===== src/rtl/pdt_pkg.sv =====
package pdt_pkg;
  typedef enum logic [1:0] {
    SEL_CNT_LO = 2'd0,
    SEL_CNT_HI = 2'd1,
    SEL_STATUS = 2'd2,
    SEL_SPARE  = 2'd3
  } reg_sel_e;

  localparam int STATUS_FLAG_BIT = 0;
endpackage


===== src/rtl/pdt_edge_sync.sv =====
module pdt_edge_sync #(
  parameter int STAGES = 2
) (
  input  logic clk,
  input  logic rst,
  input  logic din,
  output logic fall
);
  localparam int LAST = STAGES - 1;

  logic [STAGES-1:0] sync_q;
  logic              last_q;

  // first stage takes the raw line; later stages chain
  always_ff @(posedge clk) begin
    if (rst) sync_q[0] <= 1'b1;
    else     sync_q[0] <= din;
  end

  genvar g;
  generate
    for (g = 1; g < STAGES; g++) begin : g_stage
      always_ff @(posedge clk) begin
        if (rst) sync_q[g] <= 1'b1;
        else     sync_q[g] <= sync_q[g-1];
      end
    end
  endgenerate

  always_ff @(posedge clk) begin
    if (rst) last_q <= 1'b1;
    else     last_q <= sync_q[LAST];
  end

  assign fall = last_q & ~sync_q[LAST];
endmodule


===== src/rtl/pdt_count_core.sv =====
module pdt_count_core #(
  parameter int CNT_W = 16
) (
  input  logic             clk,
  input  logic             rst,
  input  logic             load_stb,
  input  logic [CNT_W-1:0] load_val,
  input  logic             ack_stb,
  input  logic             fall,
  output logic [CNT_W-1:0] cnt_q,
  output logic             flag_q
);
  localparam logic [CNT_W-1:0] ONE = CNT_W'(1);

  logic armed_q;
  logic hit_zero;

  assign hit_zero = fall && armed_q && (cnt_q == ONE);

  always_ff @(posedge clk) begin
    if (rst) begin
      cnt_q   <= '0;
      armed_q <= 1'b0;
      flag_q  <= 1'b0;
    end else if (load_stb) begin
      cnt_q   <= load_val;
      armed_q <= 1'b1;
      flag_q  <= 1'b0;
    end else begin
      if (fall) cnt_q <= cnt_q - ONE;
      if (hit_zero) begin
        flag_q  <= 1'b1;
        armed_q <= 1'b0;
      end else if (ack_stb) begin
        flag_q  <= 1'b0;
      end
    end
  end
endmodule


===== src/rtl/pdt_regport.sv =====
module pdt_regport
  import pdt_pkg::*;
#(
  parameter int DATA_W = 8
) (
  input  logic                clk,
  input  logic                rst,
  input  logic [1:0]          bus_addr,
  input  logic                bus_wr,
  input  logic [DATA_W-1:0]   bus_wdata,
  input  logic [2*DATA_W-1:0] cnt,
  input  logic                flag,
  output logic                load_stb,
  output logic [2*DATA_W-1:0] load_val,
  output logic                ack_stb,
  output logic [DATA_W-1:0]   bus_rdata
);
  logic [DATA_W-1:0] lo_stage_q;
  logic [DATA_W-1:0] rd_next;
  reg_sel_e          sel;

  assign sel      = reg_sel_e'(bus_addr);
  assign load_stb = bus_wr && (sel == SEL_CNT_HI);
  assign load_val = {bus_wdata, lo_stage_q};
  assign ack_stb  = bus_wr && (sel == SEL_STATUS) && bus_wdata[STATUS_FLAG_BIT];

  always_ff @(posedge clk) begin
    if (rst)                                lo_stage_q <= '0;
    else if (bus_wr && sel == SEL_CNT_LO)   lo_stage_q <= bus_wdata;
  end

  always_comb begin
    rd_next = '0;
    case (sel)
      SEL_CNT_LO: rd_next = cnt[DATA_W-1:0];
      SEL_CNT_HI: rd_next = cnt[2*DATA_W-1:DATA_W];
      SEL_STATUS: rd_next[STATUS_FLAG_BIT] = flag;
      default:    rd_next = '0;
    endcase
  end

  always_ff @(posedge clk) begin
    if (rst) bus_rdata <= '0;
    else     bus_rdata <= rd_next;
  end
endmodule


===== src/rtl/pulse_down_timer.sv =====
module pulse_down_timer #(
  parameter int DATA_W      = 8,
  parameter int SYNC_STAGES = 2
) (
  input  logic              clk,
  input  logic              rst,
  input  logic              pulse_in,
  input  logic [1:0]        bus_addr,
  input  logic              bus_wr,
  input  logic [DATA_W-1:0] bus_wdata,
  output logic [DATA_W-1:0] bus_rdata,
  output logic              irq
);
  localparam int CNT_W = 2 * DATA_W;

  logic             fall_stb;
  logic             load_stb;
  logic             ack_stb;
  logic [CNT_W-1:0] load_val;
  logic [CNT_W-1:0] cnt_q;
  logic             flag_q;

  pdt_edge_sync #(.STAGES(SYNC_STAGES)) u_sync (
    .clk  (clk),
    .rst  (rst),
    .din  (pulse_in),
    .fall (fall_stb)
  );

  pdt_count_core #(.CNT_W(CNT_W)) u_core (
    .clk      (clk),
    .rst      (rst),
    .load_stb (load_stb),
    .load_val (load_val),
    .ack_stb  (ack_stb),
    .fall     (fall_stb),
    .cnt_q    (cnt_q),
    .flag_q   (flag_q)
  );

  pdt_regport #(.DATA_W(DATA_W)) u_regs (
    .clk       (clk),
    .rst       (rst),
    .bus_addr  (bus_addr),
    .bus_wr    (bus_wr),
    .bus_wdata (bus_wdata),
    .cnt       (cnt_q),
    .flag      (flag_q),
    .load_stb  (load_stb),
    .load_val  (load_val),
    .ack_stb   (ack_stb),
    .bus_rdata (bus_rdata)
  );

  assign irq = flag_q;
endmodule


===== config.mk =====
export PLATFORM = sky130hd
export DESIGN_NAME = pulse_down_timer
export DESIGN_NICKNAME = d
export VERILOG_FILES = /design/src/rtl/pdt_pkg.sv /design/src/rtl/pdt_edge_sync.sv /design/src/rtl/pdt_count_core.sv /design/src/rtl/pdt_regport.sv /design/src/rtl/pulse_down_timer.sv
export SDC_FILE = /design/constraint.sdc
export NUM_CORES = 1
export LEC_CHECK = 0
export BUFFER_PORTS_ARGS = -buffer_cell sky130_fd_sc_hd__buf_2
export CAP_MARGIN = 20
export CORE_MARGIN = 2
export CORE_UTILIZATION = 40
export DETAILED_ROUTE_END_ITERATION = 10
export GPL_TIMING_DRIVEN = 0
export MAX_ROUTING_LAYER = met4
export PLACE_DENSITY = 0.63
export SETUP_SLACK_MARGIN = 0.05
export SLEW_MARGIN = 5
export SYNTH_ARGS = -nofsm -noshare
export SYNTH_HDL_FRONTEND = slang
export SYNTH_SLANG_ARGS = --single-unit
export TNS_END_PERCENT = 5

===== constraint.sdc =====
create_clock -name clk -period 3 [get_ports clk]
set_clock_uncertainty 0.1 [all_clocks]
set_input_delay 0.3 -clock clk [delete_from_list [all_inputs] [get_ports clk]]
set_output_delay 0.3 -clock clk [all_outputs]
set_load 0.01 [all_outputs]

==> flow_metrics.tcl <==
set metrics [dict create \
    status "completed" \
    cts_root_buffer "clkbuf_8" \
    clock_latency_ns 0.28 \
    netlist-cell-type-count 36 \
    first_iter_violations 40 \
    grt_pass1_vias 1275 \
    intPower_w 0.000789 \
    cts_tree "built" \
    setup_viol 0 \
    grt_pass1_wl_um 6200 \
    die-area_mm2 0.00468 \
    rsz0062_at_grt "no" \
    yosysWarnings 0 \
    clk_pin_slew_worst_paths_ns 0.07 \
    maxCapViolCount 0 \
    postLayoutCellArea_mm2 0.00193 \
    netlist.area_leader.share_pct 44.6 \
    hold_buffers 0 \
    rr_startpoint "u_core.cnt_q[6]" \
    fin_crit_ns 2.30 \
    synthMuxAreaShare_pct 9.65 \
    multi_input_area_um2 828 \
    mostFrequentLayoutCell "dfxtp_1" \
    rows 23 \
    combPwrFrac_pct 13.6 \
    worstHoldPathType "primary input to register" \
    peakVddDrop_uv 268 \
    p_switching_w 0.000277 \
    leakagePower_nw 0.767 \
    holdWs_ns 0.0993 \
    cp.arrival_ns 2.38 \
    switching_share_pct 26.0 \
    final_cell_mix "dfxtp_1 (37), nor2_1 (33), buf_2 (22), mux2i_1 (16), a211oi_1 (12)" \
    finalSetupTns_ns 0 \
    drc 0 \
    worstMarginPinSlew_ns 0.614 \
    mappedNetlistNets 194 \
    critPathLaunchType "register" \
    drive_gt1_share_pct 21.2 \
    ios 23 \
    numCtsBuffers 5 \
    vias 1316 \
    synth_top_family_by_area "simple AND/OR/NAND/NOR gates" \
    fin_nets 223 \
    slew_headroom_pct 59.1 \
    cts_setup_buffers 0 \
    synth_area_per_cell_um2 9.32 \
    gp_congestion 0.785 \
    cts_buffer_depth 2 \
    report.final.slew_viol_count 0 \
    synth-seq-area-share_pct 44.6 \
    syn-cell-area_mm2 0.00166 \
    antenna_cells 0 \
    synth-simple-area-share_pct 21.5 \
    start_util_pct 41.5 \
    synth_compound_area_share_pct 11.5 \
    r2r_slack_ns 0.70 \
    dr.pass1.iters 4 \
    h-tree-depth 2 \
    coreArea_mm2 0.00400 \
    synth_top_area_cell "dfxtp_1" \
    cts_resized 0 \
    grt_max_degree 12 \
    portBuffers 22 \
    clock_sinks 37 \
    critical_path_peak_fanout 8 \
    antenna_left 0 \
    routed_wl_um 3650 \
    required_ns 3.09 \
    synthFlopType "dfxtp_1" \
    dp_hpwl_um 2580 \
    syn_to_final_growth_pct 16.5 \
    num-fill-cells 382 \
    max_freq_ghz 0.436 \
    finalCritPeriodShare_pct 76.5 \
    grt_remaining_overflow 0 \
    seqPwrFrac_pct 51.0 \
    dpl_cell_area_mm2 0.00183 \
    antenna_found_initial 0 \
    hold_violations 0 \
    min_from "pulse_in" \
    synth-edff-count 0 \
    p_total_w 0.00107 \
    ys_async_sr_fraction_pct 0 \
    cellPowerDensity_mw_per_mm2 552 \
    synth-seq-cells 37 \
    die-width_um 68.4 \
    synth_xor_area_share_pct 5.81 \
    end_kind "register" \
    seq_area_um2 741 \
    synthesis.instances 178 \
    setup.worst_path.start "u_core.cnt_q[6]" \
    crit_type "register to register" \
    viasPerCell 5.10 \
    wl_per_cell_um 14.1 \
    synth_fa_ha_area_share_pct 1.51 \
    clkPwrFrac_pct 35.5 \
    fp.dieH_um 68.4 \
    yosys-top-cells-area "dfxtp_1 (45%), mux2i_1 (9.7%), nor2_1 (7.5%), a211oi_1 (5.4%), xnor2_1 (5.3%)" \
    grt_usage_pct 18.6 \
]
[state kept, by name, indices dropped and copies added (netlist names)]
signal and count:
u_core.cnt_q 16, u_regs.bus_rdata 8, u_regs.lo_stage_q 8, u_sync.sync_q 2
u_core.armed_q 1, u_core.flag_q 1, u_sync.last_q 1
[Yosys cell counts (4+ instances only)]
| cell type | n |
|---|---|
| or4_1 | 4 |
| dfxtp_1 | 37 |
| xnor2_1 | 10 |
| nor3_1 | 5 |
| a311oi_1 | 4 |
| nor2_1 | 33 |
| mux2i_1 | 16 |
| or2_2 | 6 |
| a211oi_1 | 12 |
| clkbuf_1 | 5 |
| inv_1 | 4 |
| nor4_1 | 6 |
[per-layer routing]
metal	up-vias	track usage (%)	wire length, um
met5	-	-	0
met2	22	26.8	1600
met3	2	3.95	146
li1	699	-	-
met4	0	5.00	27
met1	593	26.1	1880
[worst max-delay path: stages (launching register included)]
cell and delay [ns]:
dfxtp_1 0.37, or4_1 0.53, clkbuf_2 0.18, or3_1 0.37, or4_1 0.40, a311oi_1 0.26
[cell type report]
cell class | count | share of cell area [%]
clock buffers | 7 | 4.98
inverters | 4 | 0.777
clock inverters | 1 | 0.259
multi-input cells | 125 | 42.8
plain buffers | 12 | 3.88
well taps | 50 | 3.24
repair buffers | 22 | 5.70
flip-flops and latches | 37 | 38.3
[stage by stage]
step	std cells	setup slack, ns	utilization [%]
after global routing	258	0.615	48.3
after floorplan	178	0.852	-
after detailed placement	250	0.726	45.8
after CTS	258	0.713	48.3
final	258	0.705	48.3
after global placement	250	0.767	45.8
[cells by family (layout without fill, tap and decap cells)]
| family | count (synthesis) | count (layout) |
|---|---|---|
| muxes | 16 | 16 |
| buffers and inverters | 16 | 46 |
| AOI/OAI and AO/OA | 26 | 26 |
| DFF | 37 | 37 |
| adders and majority gates | 2 | 2 |
| xor gates and xnor gates | 11 | 11 |
| and+or+nand+nor | 70 | 70 |
[power by group through the flow]
stage / clock [W] / combinational (W) / sequential (W)
3_3_place_gp: 0 / 0.000143 / 0.000553
5_1_grt: 0.000404 / 0.000163 / 0.000547
2_1_floorplan: 0 / 0.000105 / 0.000548
3_5_place_dp: 0 / 0.000144 / 0.000554
6_report: 0.000378 / 0.000145 / 0.000544
4_1_cts: 0.000390 / 0.000145 / 0.000543
[final timing paths]
check / depth (start not counted) / endpoint
max: 5 / u_core.cnt_q[13]
min: 2 / u_sync.sync_q[0]
max reg2reg: 5 / u_core.cnt_q[13]
min reg2reg: 1 / u_sync.sync_q[1]
(Power assumes the default switching activity.)
